File: src/rtl/ezl_pkg.sv
package ezl_pkg;
    // Flag positions in the read word; interrupt logic decodes these
    localparam int FLAG_N   = 4;
    localparam int B_OVF    = 3;
    localparam int B_IND    = 2;
    localparam int B_TXSLIP = 1;
    localparam int B_RXSLIP = 0;

    typedef enum logic [0:0] {
        EDG_ARM   = 1'b0,
        EDG_TRACK = 1'b1
    } edg_state_t;
endpackage

File: src/rtl/ezl_zero_counter.sv
module ezl_zero_counter #(
    parameter int CNT_W = 8
) (
    input  logic             clk,
    input  logic             rst_n,
    input  logic             inc_i,
    output logic [CNT_W-1:0] count_o,
    output logic             inc_evt_o,
    output logic             wrap_evt_o
);
    localparam logic [CNT_W-1:0] CNT_MAX = {CNT_W{1'b1}};

    logic [CNT_W-1:0] count_q;

    always_ff @(posedge clk or negedge rst_n) begin
        if (!rst_n)
            count_q <= '0;
        else if (inc_i)
            count_q <= count_q + 1'b1;
    end

    always_comb begin
        inc_evt_o  = inc_i;
        wrap_evt_o = inc_i && (count_q == CNT_MAX);
        count_o    = count_q;
    end

    // each strobe advances the count by one
    a_r2_count_step: assert property (@(posedge clk) disable iff (!rst_n)
        inc_i |=> (count_q == $past(count_q) + 1'b1));
    // a wrap lands on zero
    a_r1_wrap_to_zero: assert property (@(posedge clk) disable iff (!rst_n)
        wrap_evt_o |=> (count_q == '0));
endmodule

File: src/rtl/ezl_level_edge.sv
module ezl_level_edge
    import ezl_pkg::*;
#(
    parameter int LVL_N = 2
) (
    input  logic             clk,
    input  logic             rst_n,
    input  logic [LVL_N-1:0] lvl_i,
    output logic [LVL_N-1:0] edge_o
);
    edg_state_t state_q, state_d;
    logic [LVL_N-1:0] ref_q;

    // State register
    always_ff @(posedge clk or negedge rst_n) begin
        if (!rst_n)
            state_q <= EDG_ARM;
        else
            state_q <= state_d;
    end

    // Next state
    always_comb begin
        state_d = state_q;
        unique case (state_q)
            EDG_ARM:   state_d = EDG_TRACK;
            EDG_TRACK: state_d = EDG_TRACK;
            default:   state_d = EDG_ARM;
        endcase
    end

    // Reference copy of each level, one per lane
    for (genvar g = 0; g < LVL_N; g++) begin : g_lane
        always_ff @(posedge clk or negedge rst_n) begin
            if (!rst_n)
                ref_q[g] <= 1'b0;
            else
                ref_q[g] <= lvl_i[g];
        end
    end

    // Outputs
    always_comb begin
        edge_o = '0;
        unique case (state_q)
            EDG_ARM:   edge_o = '0;
            EDG_TRACK: edge_o = lvl_i ^ ref_q;
            default:   edge_o = '0;
        endcase
    end

    // any change of a level after arming is reported
    a_r3_change_seen: assert property (@(posedge clk) disable iff (!rst_n)
        (state_q == EDG_TRACK && $past(state_q) == EDG_TRACK && lvl_i != $past(lvl_i))
        |-> (edge_o != '0));
    // arming cycle reports nothing; machine never returns to arm
    a_r8_arm_once: assert property (@(posedge clk) disable iff (!rst_n)
        (state_q == EDG_TRACK) |=> (state_q == EDG_TRACK));
endmodule

File: src/rtl/ezl_sticky_bank.sv
module ezl_sticky_bank #(
    parameter int BIT_N = 4
) (
    input  logic             clk,
    input  logic             rst_n,
    input  logic [BIT_N-1:0] set_i,
    input  logic             clr_i,
    output logic [BIT_N-1:0] q_o
);
    logic [BIT_N-1:0] q_r;

    for (genvar g = 0; g < BIT_N; g++) begin : g_flag
        always_ff @(posedge clk or negedge rst_n) begin
            if (!rst_n)
                q_r[g] <= 1'b0;
            else if (set_i[g])
                q_r[g] <= 1'b1;   // set beats clear
            else if (clr_i)
                q_r[g] <= 1'b0;
        end
    end

    assign q_o = q_r;

    // a read with no event empties the bank
    a_r5_read_clears: assert property (@(posedge clk) disable iff (!rst_n)
        (clr_i && set_i == '0) |=> (q_o == '0));
    // events are never lost to a read
    a_r6_set_wins: assert property (@(posedge clk) disable iff (!rst_n)
        (set_i != '0) |=> ((q_o & $past(set_i)) == $past(set_i)));
    // no event, no read, no change
    a_r10_hold: assert property (@(posedge clk) disable iff (!rst_n)
        (!clr_i && set_i == '0) |=> $stable(q_o));
endmodule

File: src/rtl/ezl_event_latch.sv
module ezl_event_latch
    import ezl_pkg::*;
#(
    parameter int CNT_W  = 8,
    parameter int WORD_W = 16
) (
    input  logic              clk,
    input  logic              rst_n,
    input  logic              ez_inc,
    input  logic              tx_slip_lvl,
    input  logic              rx_slip_lvl,
    input  logic              rd_latch,
    input  logic              rd_irq,
    output logic [WORD_W-1:0] status_word,
    output logic [CNT_W-1:0]  ez_count,
    output logic              pending
);
    localparam int PAD_W = WORD_W - FLAG_N;

    logic              inc_evt, wrap_evt;
    logic [1:0]        slip_lvl, slip_edge;
    logic [FLAG_N-1:0] set_vec, flags;
    logic              clr;

    ezl_zero_counter #(.CNT_W(CNT_W)) u_cnt (
        .clk        (clk),
        .rst_n      (rst_n),
        .inc_i      (ez_inc),
        .count_o    (ez_count),
        .inc_evt_o  (inc_evt),
        .wrap_evt_o (wrap_evt)
    );

    assign slip_lvl = {tx_slip_lvl, rx_slip_lvl};

    ezl_level_edge #(.LVL_N(2)) u_edge (
        .clk    (clk),
        .rst_n  (rst_n),
        .lvl_i  (slip_lvl),
        .edge_o (slip_edge)
    );

    always_comb begin
        set_vec           = '0;
        set_vec[B_OVF]    = wrap_evt;
        set_vec[B_IND]    = inc_evt;
        set_vec[B_TXSLIP] = slip_edge[1];
        set_vec[B_RXSLIP] = slip_edge[0];
        clr               = rd_latch | rd_irq;
    end

    ezl_sticky_bank #(.BIT_N(FLAG_N)) u_bank (
        .clk   (clk),
        .rst_n (rst_n),
        .set_i (set_vec),
        .clr_i (clr),
        .q_o   (flags)
    );

    assign status_word = {{PAD_W{1'b0}}, flags};
    assign pending     = |flags;

    // wrap sets overflow flag
    a_r1_ovf_flag: assert property (@(posedge clk) disable iff (!rst_n)
        (ez_inc && ez_count == {CNT_W{1'b1}}) |=> status_word[B_OVF]);
    // strobe sets indication flag
    a_r2_ind_flag: assert property (@(posedge clk) disable iff (!rst_n)
        ez_inc |=> status_word[B_IND]);
    // transmit slip change sets its flag
    a_r3_tx_flag: assert property (@(posedge clk) disable iff (!rst_n)
        slip_edge[1] |=> status_word[B_TXSLIP]);
    // receive slip change sets its flag
    a_r4_rx_flag: assert property (@(posedge clk) disable iff (!rst_n)
        slip_edge[0] |=> status_word[B_RXSLIP]);
    // a read with no event empties the word
    a_r5_word_clear: assert property (@(posedge clk) disable iff (!rst_n)
        ((rd_latch || rd_irq) && !ez_inc && slip_edge == 2'b00) |=> (status_word == '0));
endmodule

File: config.mk
export PLATFORM = sky130hd
export DESIGN_NAME = ezl_event_latch
export DESIGN_NICKNAME = d
export VERILOG_FILES = /design/src/rtl/ezl_pkg.sv /design/src/rtl/ezl_zero_counter.sv /design/src/rtl/ezl_level_edge.sv /design/src/rtl/ezl_sticky_bank.sv /design/src/rtl/ezl_event_latch.sv
export SDC_FILE = /design/constraint.sdc
export NUM_CORES = 1
export LEC_CHECK = 0
export BUFFER_PORTS_ARGS = -buffer_cell sky130_fd_sc_hd__buf_4
export CORE_MARGIN = 3
export CORE_UTILIZATION = 44
export DETAILED_ROUTE_END_ITERATION = 10
export PLACE_DENSITY_LB_ADDON = 0.25
export SETUP_SLACK_MARGIN = 0.05
export SLEW_MARGIN = 10
export SYNTH_ARGS = -nofsm -noshare
export SYNTH_HDL_FRONTEND = slang
export SYNTH_HIERARCHICAL = 1
export SYNTH_SLANG_ARGS = --single-unit
File: constraint.sdc
create_clock -name clk -period 1.3 [get_ports clk]
set_input_delay 0.13 -clock clk [delete_from_list [all_inputs] [get_ports clk]]
set_output_delay 0.13 -clock clk [all_outputs]
set_load 0.1 [all_outputs]
# After elaboration in Yosys (flattened, before gate mapping)
# Index checks and enable logic that the tools add are counted.
dict set report word_totals {
  n_memories 0
  mem_bits_ro 0
  ff_bits 15
  out_inout_bits 25
  latchBits 0
  word_cells 25
  in_bits 7
  ram_bits 0
}
dict set report op_classes {
  n_eq_ne 1
  shift 0
  order_cmp 0
  mux 6
  n_bitwise 3
  div_mod_pow 0
  mul 0
  reduce_logical 6
  addsub 1
}
# cell n
set op_table {}
lappend op_table {{8-bit by 1-bit adder with 8-bit output (second input constant)} 1}
lappend op_table {{8-bit == test (second input constant)} 1}
lappend op_table {{2-bit nonzero test} 4}
lappend op_table {{1-bit 2-to-1 mux} 5}
lappend op_table {{2-bit one-hot mux with 2 select lines} 1}
lappend op_table {{4-bit OR reduction} 1}
lappend op_table {{2-bit bitwise XOR} 1}
lappend op_table {{1-bit logical AND} 1}
lappend op_table {{1-bit inverter} 1}
lappend op_table {{1-bit OR} 1}

# Depth between registers and ports, before layout
dict set report logic_depth {
  ltp_word 3
  depth_mapped 4
  mapped_depth_nobuf 4
}

# Hierarchy
# The synthesis kept the hierarchy.
# mod cells_each n_inst area_per_inst_um2 seq_area_each_um2
set by_module_without_submodules {}
lappend by_module_without_submodules {ezl_zero_counter 31 1 366.6 200.2}
lappend by_module_without_submodules {ezl_sticky_bank 9 1 133.9 100.1}
lappend by_module_without_submodules {ezl_level_edge 8 1 108.9 75.1}
lappend by_module_without_submodules {ezl_event_latch 15 1 107.6 0.0}

# Least setup slack after synthesis
# No wires, ideal clock.
dict set report synth_path {
  kind {register to output}
  from {register u_bank.q_r[3] (netlist: u_bank/q_o[3])}
  to {output pending}
  path_stages_with_launch 2
  n_path_buf 0
  t_arrival_ns 1.816
  setup_slack_ns -0.646
  cell_sequence {dfrtp_1 -> or4_1}
}
dict set report synth_between {
  elab_chain_cells 1
}
# element line_no
set synth_rtl {}
lappend synth_rtl {{start, declared} ezl_sticky_bank.sv:10} ;# logic [BIT_N-1:0] q_r;
lappend synth_rtl {{start signal, assigned by index} ezl_sticky_bank.sv:15} ;# q_r[g] <= 1'b0;
lappend synth_rtl {{start signal, assigned by index} ezl_sticky_bank.sv:17} ;# q_r[g] <= 1'b1;
lappend synth_rtl {{start signal, assigned by index} ezl_sticky_bank.sv:19} ;# q_r[g] <= 1'b0;
lappend synth_rtl {{4-bit OR reduction} ezl_event_latch.sv:61} ;# assign pending = |flags;
lappend synth_rtl {{end, declared} ezl_event_latch.sv:16} ;# output logic pending
# Every way passes these cells.

# Worst setup path after layout
# Ends and elaborated chain as after synthesis.

==> impl_metrics.py <==
metrics = {
    "layout": {
        "n_antenna_cell": 0,
        "drive_above_1_share_pct": 51.11,
        "final_core_util_pct": 69.50,
        "areaGrowthSynthToFinish_pct": 37.17,
        "final_net_count": 99,
    },
    "cts": {
        "cts_tree": "built",
        "htreeDepth": 1,
        "worstSkewPairLatency_ns": 0.27,
        "cts_buffers": 3,
        "path_clk_slew_ns": 0.08,
        "root_buffer": "clkbuf_4",
        "clock-sinks": 15,
        "clock_path_buffers": 2,
    },
    "sta": {
        "fin_skew_ns": 0.002079,
        "tns_ns": -0.2364,
        "grt_setup_unrepaired": "true",
        "maxSlewViolCount": 0,
        "post-route-period-util_pct": 118.2,
        "period_minus_slack_ns": 1.536,
        "setup_viol": 1,
        "hold_violations": 0,
        "max_freq_mhz": 650.9,
        "fin_ws_ns": -0.2364,
    },
    "synthesis": {
        "synthesis.area_um2": 716.9,
        "syn_inst": 63,
        "synth.distinct_cells": 21,
        "synth_seq_cells": 15,
        "yosys_warnings": 6,
        "yosysSeqAreaShare_pct": 52.36,
        "avgSynthCellArea_um2": 11.38,
    },
    "floorplanning": {
        "initial_core_util_pct": 50.66,
        "core-area_um2": 1415,
        "die_area_um2": 2150,
        "die-height_um": 46.37,
        "pin_count": 32,
        "fp.dieW_um": 46.37,
        "rows": 13,
    },
    "detailed_routing": {
        "wl_per_cell_um": 12.58,
        "drtIter0Drc": 3,
        "routed_wirelength_um": 1321,
        "vias": 495,
        "drtAntennaViolNets": 0,
        "drcViolationCount": 0,
        "vias_per_cell": 4.714,
        "first_pass_iters": 2,
    },
    "grt": {
        "grt_max_degree": 16,
        "gr-usage-all-layers_pct": 14.39,
        "grt_pass1_wl_um": 2125,
        "grt_overflow": 0,
        "grt_pass1_vias": 488,
        "grt_antenna_before_repair": 0,
    },
    "critical_path": {
        "start_kind": "register",
        "path_cells": "or4_4 -> buf_12",
        "crit_required_ns": 1.17,
        "endpoint_kind": "output port",
        "rrSetupSlack_ns": 0.17,
        "crit_fanout": 2,
        "crit_arrival_ns": 1.41,
        "path_buf_inv": 1,
        "critPathKind": "reg -> out",
        "crit_family": "simple AND/OR/NAND/NOR gates",
        "max_stage_delay_ns": 0.54,
        "crit_slowest_cell": "or4_4",
    },
    "flow_run": {
        "drv_cap": 0,
    },
    "run_status": {
        "outcome": "finished, violations left",
        "violations": "negative setup slack",
    },
    "placement": {
        "hpwl_um": 1003,
        "io_buffers": 19,
        "gp_congestion": 0.6482,
    },
    "hold_path": {
        "min_path_type": "in -> reg",
    },
}
-- per-layer routing --
layer	wire length, um	track usage (%)
met5	0	0
met4	12	6.818
met3	96	3.906
met2	685	21.98
met1	528	18.72
-- metrics by stage --
step                      instance area [um^2]  hold WS [ns]  setup WS (ns)  cells
after global placement                   903.4     -0.008339       -0.04069     97
after detailed placement                 903.4     -0.006229       -0.04226     97
after global routing                     983.4       0.09280        -0.2763    105
after CTS                                983.4       0.09131        -0.2515    105
after floorplan                          824.5       -0.1656        -0.1889     74
final                                    983.4       0.09985        -0.2364    105
-- registers in the layout, indices dropped and copies added, names as in the netlist --
signal / cells
u_edge/state_q: 1
u_cnt/count_o: 8
u_bank/q_o: 4
u_edge/ref_q: 2
-- cell type report --
cell class | instances | area, um^2
timing repair buffer | 25 | 211.5
multi-input combinational | 44 | 311.5
sequential | 15 | 407.9
fill | 118 | 431.7
inverter | 2 | 7.507
clock buffer | 4 | 26.28
tap | 15 | 18.77
-- timing repair --
action / 4_1_cts / 5_1_grt
setup buffers: 1 / 0
endpoints found under the hold margin: 17 / 0
hold buffers: 3 / 0
pin swaps: 1 / 0
gates resized for setup: 4 / 0
gates cloned: 0 / 0
setup endpoints to repair: 2 / 1
-- cells in the final DEF (no fill, tap or decap), drive strengths merged --
cell type	netlist	layout
or4	1	1
or2	1	1
nand3	3	3
xor2	5	5
buf	13	22
conb	2	13
dfrtp	15	15
nand4	2	2
inv	2	2
ha	1	1
xnor2	4	4
and2	2	2
nand2	3	3
a21o	4	4
dlygate4sd3	0	3
mux2	1	1
nor2	2	2
nor3	2	2
clkbuf	0	4
-- cell usage after synthesis, drive strengths merged --
master	n	area, um^2
buf	13	97.59
mux2	1	11.26
nor2	2	10.01
ha	1	12.51
nand3	3	15.01
xor2	5	43.79
dfrtp	15	375.4
nand2	3	11.26
and2	2	12.51
a21o	4	30.03
nor3	2	15.01
conb	2	7.510
inv	2	7.500
or4	1	7.510
or2	1	6.260
xnor2	4	35.03
nand4	2	18.77
-- path summary, 6_finish.rpt --
check | endpoint | from | cells after the start
setup / recovery | pending | u_bank/q_o[3]$_DFFE_PN0P_ | 2
hold / removal | u_cnt/count_o[0]$_DFFE_PN0P_ | ez_inc | 2
setup reg to reg | u_cnt/count_o[1]$_DFFE_PN0P_ | u_cnt/count_o[1]$_DFFE_PN0P_ | 2
hold reg to reg | u_bank/q_o[1]$_DFFE_PN0P_ | u_bank/q_o[1]$_DFFE_PN0P_ | 1
max in group asynchronous | u_cnt/count_o[6]$_DFFE_PN0P_ | rst_n | 2
min in group asynchronous | u_edge/state_q$_DFF_PN0_ | rst_n | 2
-- cell families after synthesis --
kind of cell,Yosys count,synth area share [%]
DFF,15,52.36
buffers and inverters,15,14.66
muxes,1,1.571
adders and majority gates,1,1.745
xor gates and xnor gates,9,10.99
and+or+nand+nor,16,13.44
AOI/OAI and AO/OA,4,4.189
other,2,1.048
Power is left out: the tool's default activity adds up to more than one toggle a clock period on the data nets, which glitch-free logic cannot reach.
